[src/rtl/i2cfi_pkg.sv]
package i2cfi_pkg;

  localparam int unsigned REG_AW = 3;
  localparam int unsigned NSRC   = 5;

  typedef enum logic [REG_AW-1:0] {
    RA_CTRL   = 3'd0,
    RA_TXCMD  = 3'd1,
    RA_RXDATA = 3'd2,
    RA_STATUS = 3'd3,
    RA_IMASK  = 3'd4,
    RA_IMSTAT = 3'd5,
    RA_ICLR   = 3'd6
  } reg_addr_e;

  // interrupt source positions (software decodes these)
  localparam int unsigned SRC_DONE  = 0;
  localparam int unsigned SRC_XERR  = 1;
  localparam int unsigned SRC_QERR  = 2;
  localparam int unsigned SRC_RXLVL = 3;
  localparam int unsigned SRC_TXLVL = 4;

  // status bit positions
  localparam int unsigned ST_RX_RERR = 0;
  localparam int unsigned ST_RX_WERR = 1;
  localparam int unsigned ST_RX_EMPT = 3;
  localparam int unsigned ST_TX_RERR = 6;
  localparam int unsigned ST_TX_WERR = 7;
  localparam int unsigned ST_TX_FULL = 11;

endpackage

[src/rtl/i2cfi_fifo.sv]
module i2cfi_fifo #(
  parameter int unsigned DEPTH = 64,
  parameter int unsigned WIDTH = 8,
  localparam int unsigned AW   = $clog2(DEPTH),
  localparam int unsigned CW   = AW + 1
) (
  input  logic             clk,
  input  logic             rst_n,
  input  logic             clr,
  input  logic             push,
  input  logic [WIDTH-1:0] push_data,
  input  logic             pop,
  output logic [WIDTH-1:0] head,
  output logic [CW-1:0]    count,
  output logic             empty,
  output logic             full,
  output logic             rd_err,
  output logic             wr_err
);

  logic [WIDTH-1:0] mem [DEPTH];
  logic [AW-1:0]    wp_q, wp_d, rp_q, rp_d;
  logic [CW-1:0]    cnt_q, cnt_d;
  logic             rerr_q, rerr_d, werr_q, werr_d;
  logic             do_push, do_pop;

  assign empty   = (cnt_q == '0);
  assign full    = (cnt_q == CW'(DEPTH));
  assign do_push = push && !full && !clr;
  assign do_pop  = pop && !empty && !clr;

  function automatic logic [AW-1:0] bump(input logic [AW-1:0] p);
    return (p == AW'(DEPTH-1)) ? '0 : p + AW'(1);
  endfunction

  always_comb begin
    wp_d   = wp_q;
    rp_d   = rp_q;
    cnt_d  = cnt_q;
    rerr_d = rerr_q;
    werr_d = werr_q;
    if (clr) begin
      wp_d   = '0;
      rp_d   = '0;
      cnt_d  = '0;
      rerr_d = 1'b0;
      werr_d = 1'b0;
    end else begin
      if (do_push) wp_d = bump(wp_q);
      if (do_pop)  rp_d = bump(rp_q);
      cnt_d = cnt_q + CW'(do_push) - CW'(do_pop);
      if (pop && empty) rerr_d = 1'b1;
      if (push && full) werr_d = 1'b1;
    end
  end

  always_ff @(posedge clk or negedge rst_n) begin
    if (!rst_n) begin
      wp_q   <= '0;
      rp_q   <= '0;
      cnt_q  <= '0;
      rerr_q <= 1'b0;
      werr_q <= 1'b0;
    end else begin
      wp_q   <= wp_d;
      rp_q   <= rp_d;
      cnt_q  <= cnt_d;
      rerr_q <= rerr_d;
      werr_q <= werr_d;
    end
  end

  always_ff @(posedge clk) begin
    if (do_push) mem[wp_q] <= push_data;
  end

  assign head   = empty ? '0 : mem[rp_q];
  assign count  = cnt_q;
  assign rd_err = rerr_q;
  assign wr_err = werr_q;

  a_r2_count_bound: assert property (@(posedge clk) disable iff (!rst_n)
    count <= CW'(DEPTH));
  a_r4_push_full_flags: assert property (@(posedge clk) disable iff (!rst_n)
    (push && full && !clr) |=> wr_err);
  a_r5_pop_empty_flags: assert property (@(posedge clk) disable iff (!rst_n)
    (pop && empty && !clr) |=> rd_err);
  a_r6_clear_empties: assert property (@(posedge clk) disable iff (!rst_n)
    clr |=> (empty && !rd_err && !wr_err));
  a_r6_err_sticky: assert property (@(posedge clk) disable iff (!rst_n)
    (wr_err && !clr) |=> wr_err);
  a_r11_full_push_pop: assert property (@(posedge clk) disable iff (!rst_n)
    (push && pop && full && !clr) |=> (count == CW'(DEPTH-1)));

endmodule

[src/rtl/i2cfi_irq.sv]
module i2cfi_irq #(
  parameter int unsigned NSRC = 5
) (
  input  logic            clk,
  input  logic            rst_n,
  input  logic [NSRC-1:0] set,
  input  logic            mask_we,
  input  logic [NSRC-1:0] mask_wdata,
  input  logic            clr_we,
  input  logic [NSRC-1:0] clr_wdata,
  output logic [NSRC-1:0] mask,
  output logic [NSRC-1:0] pend,
  output logic [NSRC-1:0] mstat,
  output logic            irq
);

  logic [NSRC-1:0] pend_q, pend_d, mask_q, mask_d, clr_v;

  always_comb begin
    clr_v  = clr_we ? clr_wdata : '0;
    pend_d = (pend_q & ~clr_v) | set;
    mask_d = mask_we ? mask_wdata : mask_q;
  end

  always_ff @(posedge clk or negedge rst_n) begin
    if (!rst_n) begin
      pend_q <= '0;
      mask_q <= '0;
    end else begin
      pend_q <= pend_d;
      mask_q <= mask_d;
    end
  end

  assign mask  = mask_q;
  assign pend  = pend_q;
  assign mstat = pend_q & mask_q;
  assign irq   = |mstat;

  a_r10_clear_drops: assert property (@(posedge clk) disable iff (!rst_n)
    clr_we |=> ((pend & $past(clr_wdata & ~set)) == '0));
  a_r10_set_wins: assert property (@(posedge clk) disable iff (!rst_n)
    (|set) |=> ((pend & $past(set)) == $past(set)));
  a_r9_pend_hold: assert property (@(posedge clk) disable iff (!rst_n)
    !clr_we |=> ((pend & $past(pend)) == $past(pend)));

endmodule

[src/rtl/i2c_fifo_irq.sv]
module i2c_fifo_irq
  import i2cfi_pkg::*;
#(
  parameter int unsigned DEPTH  = 64,
  parameter int unsigned CMD_W  = 11,
  parameter int unsigned DATA_W = 8,
  parameter int unsigned REG_W  = 32,
  localparam int unsigned TW    = $clog2(DEPTH),
  localparam int unsigned CW    = TW + 1,
  localparam int unsigned RXT_LSB = 2,
  localparam int unsigned TXT_LSB = RXT_LSB + TW
) (
  input  logic              clk,
  input  logic              rst_n,
  input  logic              wr_en,
  input  logic [REG_AW-1:0] wr_addr,
  input  logic [REG_W-1:0]  wr_data,
  input  logic              rd_en,
  input  logic [REG_AW-1:0] rd_addr,
  output logic [REG_W-1:0]  rd_data,
  input  logic              txq_pop,
  output logic              txq_valid,
  output logic [CMD_W-1:0]  txq_cmd,
  input  logic              rxq_push,
  input  logic [DATA_W-1:0] rxq_data,
  output logic              rxq_full,
  input  logic              xfer_done,
  input  logic              xfer_err,
  output logic              irq
);

  logic [TW-1:0]     thr_rx_q, thr_rx_d, thr_tx_q, thr_tx_d;
  logic              ctrl_we, rx_clr, tx_clr, tx_push, rx_pop;
  logic [CW-1:0]     rx_cnt, tx_cnt;
  logic              rx_empty, rx_full_i, tx_empty, tx_full;
  logic              rx_rerr, rx_werr, tx_rerr, tx_werr;
  logic [DATA_W-1:0] rx_head;
  logic [NSRC-1:0]   src_set, mask, pend, mstat;
  logic [REG_W-1:0]  status;
  logic              unused_wr_bits;

  assign ctrl_we = wr_en && (wr_addr == RA_CTRL);
  assign rx_clr  = ctrl_we && wr_data[0];
  assign tx_clr  = ctrl_we && wr_data[1];
  assign tx_push = wr_en && (wr_addr == RA_TXCMD);
  assign rx_pop  = rd_en && (rd_addr == RA_RXDATA);
  assign unused_wr_bits = ^wr_data;

  always_comb begin
    thr_rx_d = thr_rx_q;
    thr_tx_d = thr_tx_q;
    if (ctrl_we) begin
      thr_rx_d = wr_data[RXT_LSB +: TW];
      thr_tx_d = wr_data[TXT_LSB +: TW];
    end
  end

  always_ff @(posedge clk or negedge rst_n) begin
    if (!rst_n) begin
      thr_rx_q <= '0;
      thr_tx_q <= '0;
    end else begin
      thr_rx_q <= thr_rx_d;
      thr_tx_q <= thr_tx_d;
    end
  end

  i2cfi_fifo #(.DEPTH(DEPTH), .WIDTH(CMD_W)) u_txq (
    .clk(clk), .rst_n(rst_n), .clr(tx_clr),
    .push(tx_push), .push_data(wr_data[CMD_W-1:0]),
    .pop(txq_pop), .head(txq_cmd), .count(tx_cnt),
    .empty(tx_empty), .full(tx_full), .rd_err(tx_rerr), .wr_err(tx_werr)
  );

  i2cfi_fifo #(.DEPTH(DEPTH), .WIDTH(DATA_W)) u_rxq (
    .clk(clk), .rst_n(rst_n), .clr(rx_clr),
    .push(rxq_push), .push_data(rxq_data),
    .pop(rx_pop), .head(rx_head), .count(rx_cnt),
    .empty(rx_empty), .full(rx_full_i), .rd_err(rx_rerr), .wr_err(rx_werr)
  );

  assign txq_valid = !tx_empty;
  assign rxq_full  = rx_full_i;

  always_comb begin
    src_set            = '0;
    src_set[SRC_DONE]  = xfer_done;
    src_set[SRC_XERR]  = xfer_err;
    src_set[SRC_QERR]  = rx_rerr | rx_werr | tx_rerr | tx_werr;
    src_set[SRC_RXLVL] = (rx_cnt >= {1'b0, thr_rx_q});
    src_set[SRC_TXLVL] = (tx_cnt <= {1'b0, thr_tx_q});
  end

  i2cfi_irq #(.NSRC(NSRC)) u_irq (
    .clk(clk), .rst_n(rst_n), .set(src_set),
    .mask_we(wr_en && (wr_addr == RA_IMASK)), .mask_wdata(wr_data[NSRC-1:0]),
    .clr_we(wr_en && (wr_addr == RA_ICLR)), .clr_wdata(wr_data[NSRC-1:0]),
    .mask(mask), .pend(pend), .mstat(mstat), .irq(irq)
  );

  always_comb begin
    status             = '0;
    status[ST_RX_RERR] = rx_rerr;
    status[ST_RX_WERR] = rx_werr;
    status[ST_RX_EMPT] = rx_empty;
    status[ST_TX_RERR] = tx_rerr;
    status[ST_TX_WERR] = tx_werr;
    status[ST_TX_FULL] = tx_full;
  end

  always_comb begin
    rd_data = '0;
    case (reg_addr_e'(rd_addr))
      RA_CTRL: begin
        rd_data[RXT_LSB +: TW] = thr_rx_q;
        rd_data[TXT_LSB +: TW] = thr_tx_q;
      end
      RA_RXDATA: rd_data[DATA_W-1:0] = rx_head;
      RA_STATUS: rd_data = status;
      RA_IMASK:  rd_data[NSRC-1:0] = mask;
      RA_IMSTAT: rd_data[NSRC-1:0] = mstat;
      default:   rd_data = '0;
    endcase
  end

  a_r8_qerr_source: assert property (@(posedge clk) disable iff (!rst_n)
    (rx_rerr || rx_werr || tx_rerr || tx_werr) |=> pend[SRC_QERR]);
  a_r8_done_source: assert property (@(posedge clk) disable iff (!rst_n)
    xfer_done |=> pend[SRC_DONE]);
  a_r3_rx_ready: assert property (@(posedge clk) disable iff (!rst_n)
    (rx_clr || rx_pop) |=> !rxq_full);

endmodule

[config.mk]
export PLATFORM = sky130hd
export DESIGN_NAME = i2c_fifo_irq
export DESIGN_NICKNAME = d
export VERILOG_FILES = /design/src/rtl/i2cfi_pkg.sv /design/src/rtl/i2cfi_fifo.sv /design/src/rtl/i2cfi_irq.sv /design/src/rtl/i2c_fifo_irq.sv
export SDC_FILE = /design/constraint.sdc
export NUM_CORES = 1
export LEC_CHECK = 0
export ABC_AREA = 1
export BUFFER_PORTS_ARGS = -buffer_cell sky130_fd_sc_hd__buf_2
export CORE_UTILIZATION = 48
export DETAILED_ROUTE_END_ITERATION = 12
export SYNTH_ARGS = -nofsm -noshare
export SYNTH_HDL_FRONTEND = slang
export SYNTH_SLANG_ARGS = --single-unit
[constraint.sdc]
create_clock -name clk -period 9.3 [get_ports clk]
set_input_delay 0 -clock clk [delete_from_list [all_inputs] [get_ports clk]]
set_output_delay 0 -clock clk [all_outputs]
set_load 0.02 [all_outputs]
==> impl_results.md, run 1 <==
- DRC viols: 0
- Outcome: finished, final reports clean
- F_max: 198 MHz
- DP HPWL: 75.6 mm
- Antenna Nets Post-Route: 0
- Die width: 338 um
- Num CTS Buffers: 135
- Syn-to-layout area delta: 11.1%
- Ports: 100
- Slew margin rel.: 0.128
- Worst Path Max Fanout: 90
- Crit path largest cell delay: 960 ps
- GRT Overall Usage: 0.237
- I/O Buffers: 63
- Clock Latency Late Sink: 750 ps
- Cell taking the most area after synthesis: edfxtp_1
- Routed WL: 137 mm
- Vias: 35.8k
- Yosys warns: 0
- Final Hold Fails: 0
- Most common cell after layout, fill and taps aside: nand2_1
- Slew Limit Fails: 0
- Die H: 338 um
- Peak VDD IR: 0.210 mV
- H-tree lvl count: 4
- CP most frequent cell: nand3_1
- # nets final: 5115
- Tightest Pin Transition: 1300 ps
- # Max-Cap Violations: 0
- Leak: 22.9 nW
- Share of the synthesized area in the top cell type: 0.672
- Crit path launch type: flop
- Post-Route Setup TNS: 0 ps
- Final period util: 0.542
- Largest net degree at the start of global routing: 188
- DRT iter0 DRCs: 3657
- Post-CTS resize count: 0
- Drt first pass iters: 6
- Critical path's slowest cell: dfrtp_4
- Rows: 123
- PD cells: 268 nW/um^2
- Final design utilization: 0.538
- CTS tree: built
- Initial Util: 0.484
- Cell variety after synth: 39
- Vias in the first global route: 33.0k
- Clk_skew: 30.1 ps
- Wirelength per Cell: 20.7 um
- Commonest non-fill, non-tap cells in the layout: nand2_1, edfxtp_1, nand3_1
- Worst Hold Class: in -> reg
- Mapped Avg Cell Area: 10.9 sq um
- Final min period: 5040 ps
- Synth area leaders: edfxtp_1, nand2_1, nand3_1
- Final hold slack: 205 ps
- GR Overflow Total: 0
- Unrepaired setup endpoints after global routing: no
- Sequential fraction of the synthesis area: 0.701
- Clock slew at reported path FFs: 60 ps
- Area of the core: 112000 sq um
- Final setup fails: 0
- DIE AREA: 115000 sq um
- Synth Instances: 4976
- RePlAce Congestion: 0.848
- Clk buf depth: 3
- Cell Chain, Critical Path: buf_4 -> buf_4 -> nand2_1 -> nand3_1 -> nand3_1 -> nand2_1 -> nand2_1 -> nand3_1 -> nand3_1 -> a21oi_1 -> buf_2
- Synthesized area: 54300 sq um
- Proportion of layout cells with a drive suffix above 1: 0.0689
- Crit. End Element: primary output
- Clock sinks: 1280
- CTS root buf: clkbuf_16
- FF+latch count, synth: 1280
- Antenna violations before repair: 4
- Via density: 5.41
- N_diodes: 0
- Placed instance area: 55600 sq um
- Critical path class: reg -> out
- First-pass GRT wire length: 206 mm
- CP required: 9300 ps
- Final instance area: 60400 sq um
- Worst EP arrival: 5040 ps
-- what timing repair did --
action	4_1_cts	5_1_grt
hold buffers	48	0
setup buffers	0	0
endpoints found under the hold margin	1166	0
-- per-layer routing --
metal	vias up	track usage	share of wire
met4	6	0.0715	0.024
li1	17008	-	-
met5	-	0	0.00033
met2	1189	0.358	0.46
met1	17408	0.352	0.45
met3	223	0.0399	0.070
-- layout make-up --
| cell class | instances | area, sq um |
|---|---|---|
| flip-flops and latches | 1280 | 38100 |
| multi-input cells | 3117 | 13600 |
| clock inverters | 61 | 538 |
| clock buffers | 178 | 3730 |
| fillers | 9640 | 51900 |
| well taps | 1500 | 1880 |
| repair buffers | 173 | 1290 |
| inverters | 318 | 1210 |
-- sequential cells by signal (all words and copies together), names as in the netlist --
register and count:
u_rxq.wr_err 1, u_rxq.wp_q 6, thr_rx_q 6, u_irq.mask 5, u_irq.pend 5, u_rxq.rp_q 6
u_rxq.count 7, u_rxq.rd_err 1, u_rxq.mem 512, u_txq.rd_err 1, u_txq.wr_err 1, u_txq.count 7
u_txq.mem 704, u_txq.rp_q 6, u_txq.wp_q 6, thr_tx_q 6
-- path summary, 6_finish.rpt --
path,startpoint,to,slack [ps],cells after the start
hold reg to reg,u_irq.mask[4],u_irq.mask[4],510,2
hold / removal,wr_addr[2],u_txq.wr_err,200,5
min in group asynchronous,rst_n,u_txq.rp_q[1],360,4
max in group asynchronous,rst_n,u_rxq.rp_q[1],8580,4
setup / recovery,u_txq.rp_q[0],txq_cmd[4],4260,11
setup reg to reg,u_txq.count[2],u_txq.mem[42][7],5210,9
-- metrics by stage --
| step | std cells | power (mW) | setup slack, ps |
|---|---|---|---|
| 2_1_floorplan | 4993 | 9.65 | 6230 |
| 3_3_place_gp | 6340 | 11.0 | 5110 |
| 3_5_place_dp | 6340 | 11.0 | 5090 |
| 4_1_cts | 6627 | 16.2 | 4290 |
| 5_1_grt | 6627 | 17.0 | 4030 |
| 6_report | 6627 | 16.2 | 4260 |
-- cells by family after synthesis --
| family | Yosys count | synth area share |
|---|---|---|
| AND/OR/NAND/NOR | 2779 | 0.212 |
| other | 1 | 0.0000690 |
| adder cells (fa/ha/maj) | 36 | 0.00856 |
| XOR/XNOR | 9 | 0.00145 |
| flip-flops | 1280 | 0.701 |
| AO/OA/AOI/OAI | 275 | 0.0271 |
| buffers and inverters | 596 | 0.0495 |
-- synthesized netlist by cell type, drive strengths merged --
library cell and instances:
nand4 12, clkinv 4, nor2 406, xnor2 5, o2bb2ai 1, dfrtp 64, nand3b 1, buf 213
a21oi 73, nor3b 5, fa 2, o21ai 159, xor2 4, o211ai 23, edfxtp 1216, o221ai 1
clkbuf 65, ha 34, a31oi 2, o221a 1, inv 314, or2 10, a21boi 4, conb 1
nor4 1, o22ai 11, nor3 21, nand3 778, nand2 1545
-- critical path, delay by kind of cell, from the launching register on --
kind	cells	cell delay, ps
AO/OA/AOI/OAI	1	340
buffers and inverters	3	2050
flip-flops	1	960
AND/OR/NAND/NOR	7	830
-- where the power goes --
group	total [mW]	internal, mW	switching [mW]
clock	5.24	3.02	2.22
sequential	6.74	6.48	0.260
combinational	4.19	1.20	3.00
total	16.2	10.7	5.47
Note: power is estimated with default switching activity, not from simulation.
==> run 2: changes to the inputs <==
Clock period 9.3 ns to 5.08 ns, I/O delays scaled along.
==> impl_results.md, run 2 (same netlist as run 1, synthesis figures left out) <==
- Outcome: finished, final reports clean
- Final Power: 29.8 mW (+84%)
- Ports: 100 (unchanged)
- Most Used Layer, Global Route: met2
- Slew margin rel.: 0.159 (+0.0311)
- Rows: 123 (unchanged)
- Clock slew at reported path FFs: 60 ps (about the same)
- Setup ws final: 899 ps (-3360 ps)
- R2r endpoint: u_txq.mem[35][7]
- CTS root buf: clkbuf_16
- First-pass GRT wire length: 211 mm (+2.6%)
- # Max-Cap Violations: 0 (unchanged)
- Die H: 338 um (unchanged)
- Slew Limit Fails: 0 (unchanged)
- Hold path startpoint: wr_data[6]
- Placed Cells: 6399 (+0.93%)
- CTS tree: built
- F_max: 239 MHz
- DRT iter0 DRCs: 3864 (+5.7%)
- DP HPWL: 80.0 mm (+5.8%)
- Final Hold Fails: 0 (unchanged)
- Crit. End Element: flop
- Crit path largest cell delay: 560 ps (-400 ps)
- Setup WS pre-CTS: 1470 ps (-3620 ps)
- Cell-internal power: 19.6 mW (+83%)
- Drt first pass iters: 6 (unchanged)
- Final setup fails: 0 (unchanged)
- Delay-heaviest family, CP: buffers and inverters
- CP most frequent cell: inv_1
- Top flop regs: u_txq.mem x704, u_rxq.mem x512
- Biggest register: u_txq.mem
- Critical path buffers and inverters: 10 (+7)
- Unrepaired setup endpoints after global routing: no
- Post-CTS resize count: 0 (unchanged)
- Switching portion of total power: 0.343 (+0.00433)
- H-tree lvl count: 4 (unchanged)
- Clock sinks: 1280 (unchanged)
- Critical path's slowest cell: dlygate4sd3_1
- Cell Chain, Critical Path: dlygate4sd3_1 -> buf_2 -> nor2_1 -> dlygate4sd3_1 -> nand2_1 -> dlygate4sd3_1 -> buf_4 -> nor2_1 -> inv_1 -> nand3_1 -> inv_1 -> ha_1 -> inv_1 -> ha_1 -> inv_1 -> fa_1 -> inv_1 -> nand3_1 -> a21boi_0 -> nor2_1 -> nor2_1 -> o21ai_0 -> nor3b_1
- Vias: 36.2k (+1.1%)
- DIE AREA: 115000 sq um (unchanged)
- Post-Route Setup TNS: 0 ps (unchanged)
- Antenna violations before repair: 6 (+2)
- Reported net switching power: 10.2 mW (+87%)
- Max reg flops: 704 (unchanged)
- Largest net degree at the start of global routing: 218 (+16%)
- Num CTS Buffers: 135 (unchanged)
- Die width: 338 um (unchanged)
- Clock Latency Late Sink: 750 ps (about the same)
- Peak VDD IR: 0.322 mV (+54%)
- Clk_skew: 28.3 ps (-1.76 ps)
- Combinational power share: 0.270 (+0.011)
- GR Overflow Total: 0 (unchanged)
- RePlAce Congestion: 0.876 (+3.3%)
- Met1 GRT Util: 0.361 (+0.00884)
- DRC viols: 0 (unchanged)
- Tightest Pin Transition: 1260 ps (-41.8 ps)
- # nets final: 5173 (+1.1%)
- Clk buf depth: 3 (unchanged)
- Met2 usage: 0.375 (+0.0165)
- Filler cells: 9658 (+0.19%)
- Final instance area: 60900 sq um (+0.80%)
- Proportion of layout cells with a drive suffix above 1: 0.0786 (+0.00979)
- WHS Path Cells: 2 (-3)
- Critical path class: in -> reg
- Antenna Nets Post-Route: 0 (unchanged)
- Placed instance area: 56200 sq um (+0.95%)
- Worst Path Max Fanout: 26 (-71%)
- Wirelength per Cell: 21.1 um (+1.7%)
- R2R cell count: 11 (+2)
- I/O Buffers: 63 (unchanged)
- Met3 usage: 0.0376 (-0.00236)
- Area of the core: 112000 sq um (unchanged)
- Reg power frac: 0.412 (-0.005)
- Most common cell after layout, fill and taps aside: nand2_1
- Final hold slack: 32.8 ps (-172 ps)
- CP required: 5710 ps (-3590 ps)
- Final min period: 4180 ps
- Routed WL: 141 mm (+2.7%)
- Worst EP arrival: 4810 ps (-230 ps)
- Commonest non-fill, non-tap cells in the layout: nand2_1, edfxtp_1, nand3_1
- Final Non-Filler Cells: 6689 (+0.94%)
- R2r setup slk: 1460 ps (-3750 ps)
- Worst Hold Class: in -> reg
- Hold Crit Endpoint: u_txq.mem[34][6]
- PD cells: 490 nW/um^2 (+83%)
- Crit path launch type: primary input
- Via density: 5.42 (+0.15%)
- GRT Overall Usage: 0.244 (+0.00672)
- Final design utilization: 0.542 (+0.00428)
- Initial Util: 0.484 (unchanged)
- Leak: 23.2 nW (+1.5%)
- Vias in the first global route: 34.1k (+3.1%)
- R2R Path Start: u_txq.count[2]
- Syn-to-layout area delta: 12.0%
- Clock power share: 0.319 (-0.005)
- Final period util: 0.823
-- run 2: cell count changes in the layout (fill, tap and decap cells not counted), moves of 7 or more --
| cell | delta |
|---|---|
| buf_12 | +7 |
| clkinv_2 | +12 |
| clkbuf_8 | -11 |
| buf_4 | +52 |
-- run 2: final cells by class --
cell class / instances / area [sq um] / area share
sequential: 1280 / 38100 / 0.626
tap: 1500 / 1880 / 0.0308
multi-input combinational: 3117 / 13600 / 0.224
inverter: 318 / 1210 / 0.0199
clock buffer: 173 / 3670 / 0.0603
antenna: 1 / 2.50 / 0.0000411
clock inverter: 69 / 563 / 0.00925
timing repair buffer: 231 / 1810 / 0.0298
-- run 2: layer usage --
metal | vias to the layer above | wire length [um]
met5 | - | 22
met4 | 4 | 3180
li1 | 17119 | -
met1 | 17615 | 62300
met2 | 1272 | 64900
met3 | 214 | 10500
-- run 2: worst register-to-register path, delay by kind of cell, from the launching register on --
family                   cells  cell delay (ps)
buffers and inverters        5             1300
flip-flops                   1              380
AND/OR/NAND/NOR              5             1420
adder cells (fa/ha/maj)      1              200
-- run 2: worst max-delay path by stage --
stage	from	end	slack [ps]	cells after the start
after floorplan	u_txq.count[2]	u_txq.count[6]	2010	19
after global placement	wr_addr[2]	u_txq.mem[55][0]	1540	6
after detailed placement	wr_addr[2]	u_txq.mem[35][10]	1470	8
after CTS	wr_addr[1]	u_txq.count[6]	990	23
after global routing	wr_addr[1]	u_txq.count[6]	580	23
final	wr_addr[1]	u_txq.count[6]	900	23
-- run 2: power groups by stage --
stage                     clock (mW)  sequential (mW)  combinational (mW)
final                           9.50             12.3                8.04
after global routing            10.0             12.3                8.84
after floorplan                    0             12.2                5.46
after detailed placement           0             12.5                7.94
after CTS                       9.65             12.3                8.02
after global placement             0             12.5                7.87
-- run 2: repair_timing --
| action | 4_1_cts | 5_1_grt |
|---|---|---|
| buffers inserted | 0 | 0 |
| hold buffers | 47 | 0 |
| hold endpoints to repair | 694 | 0 |
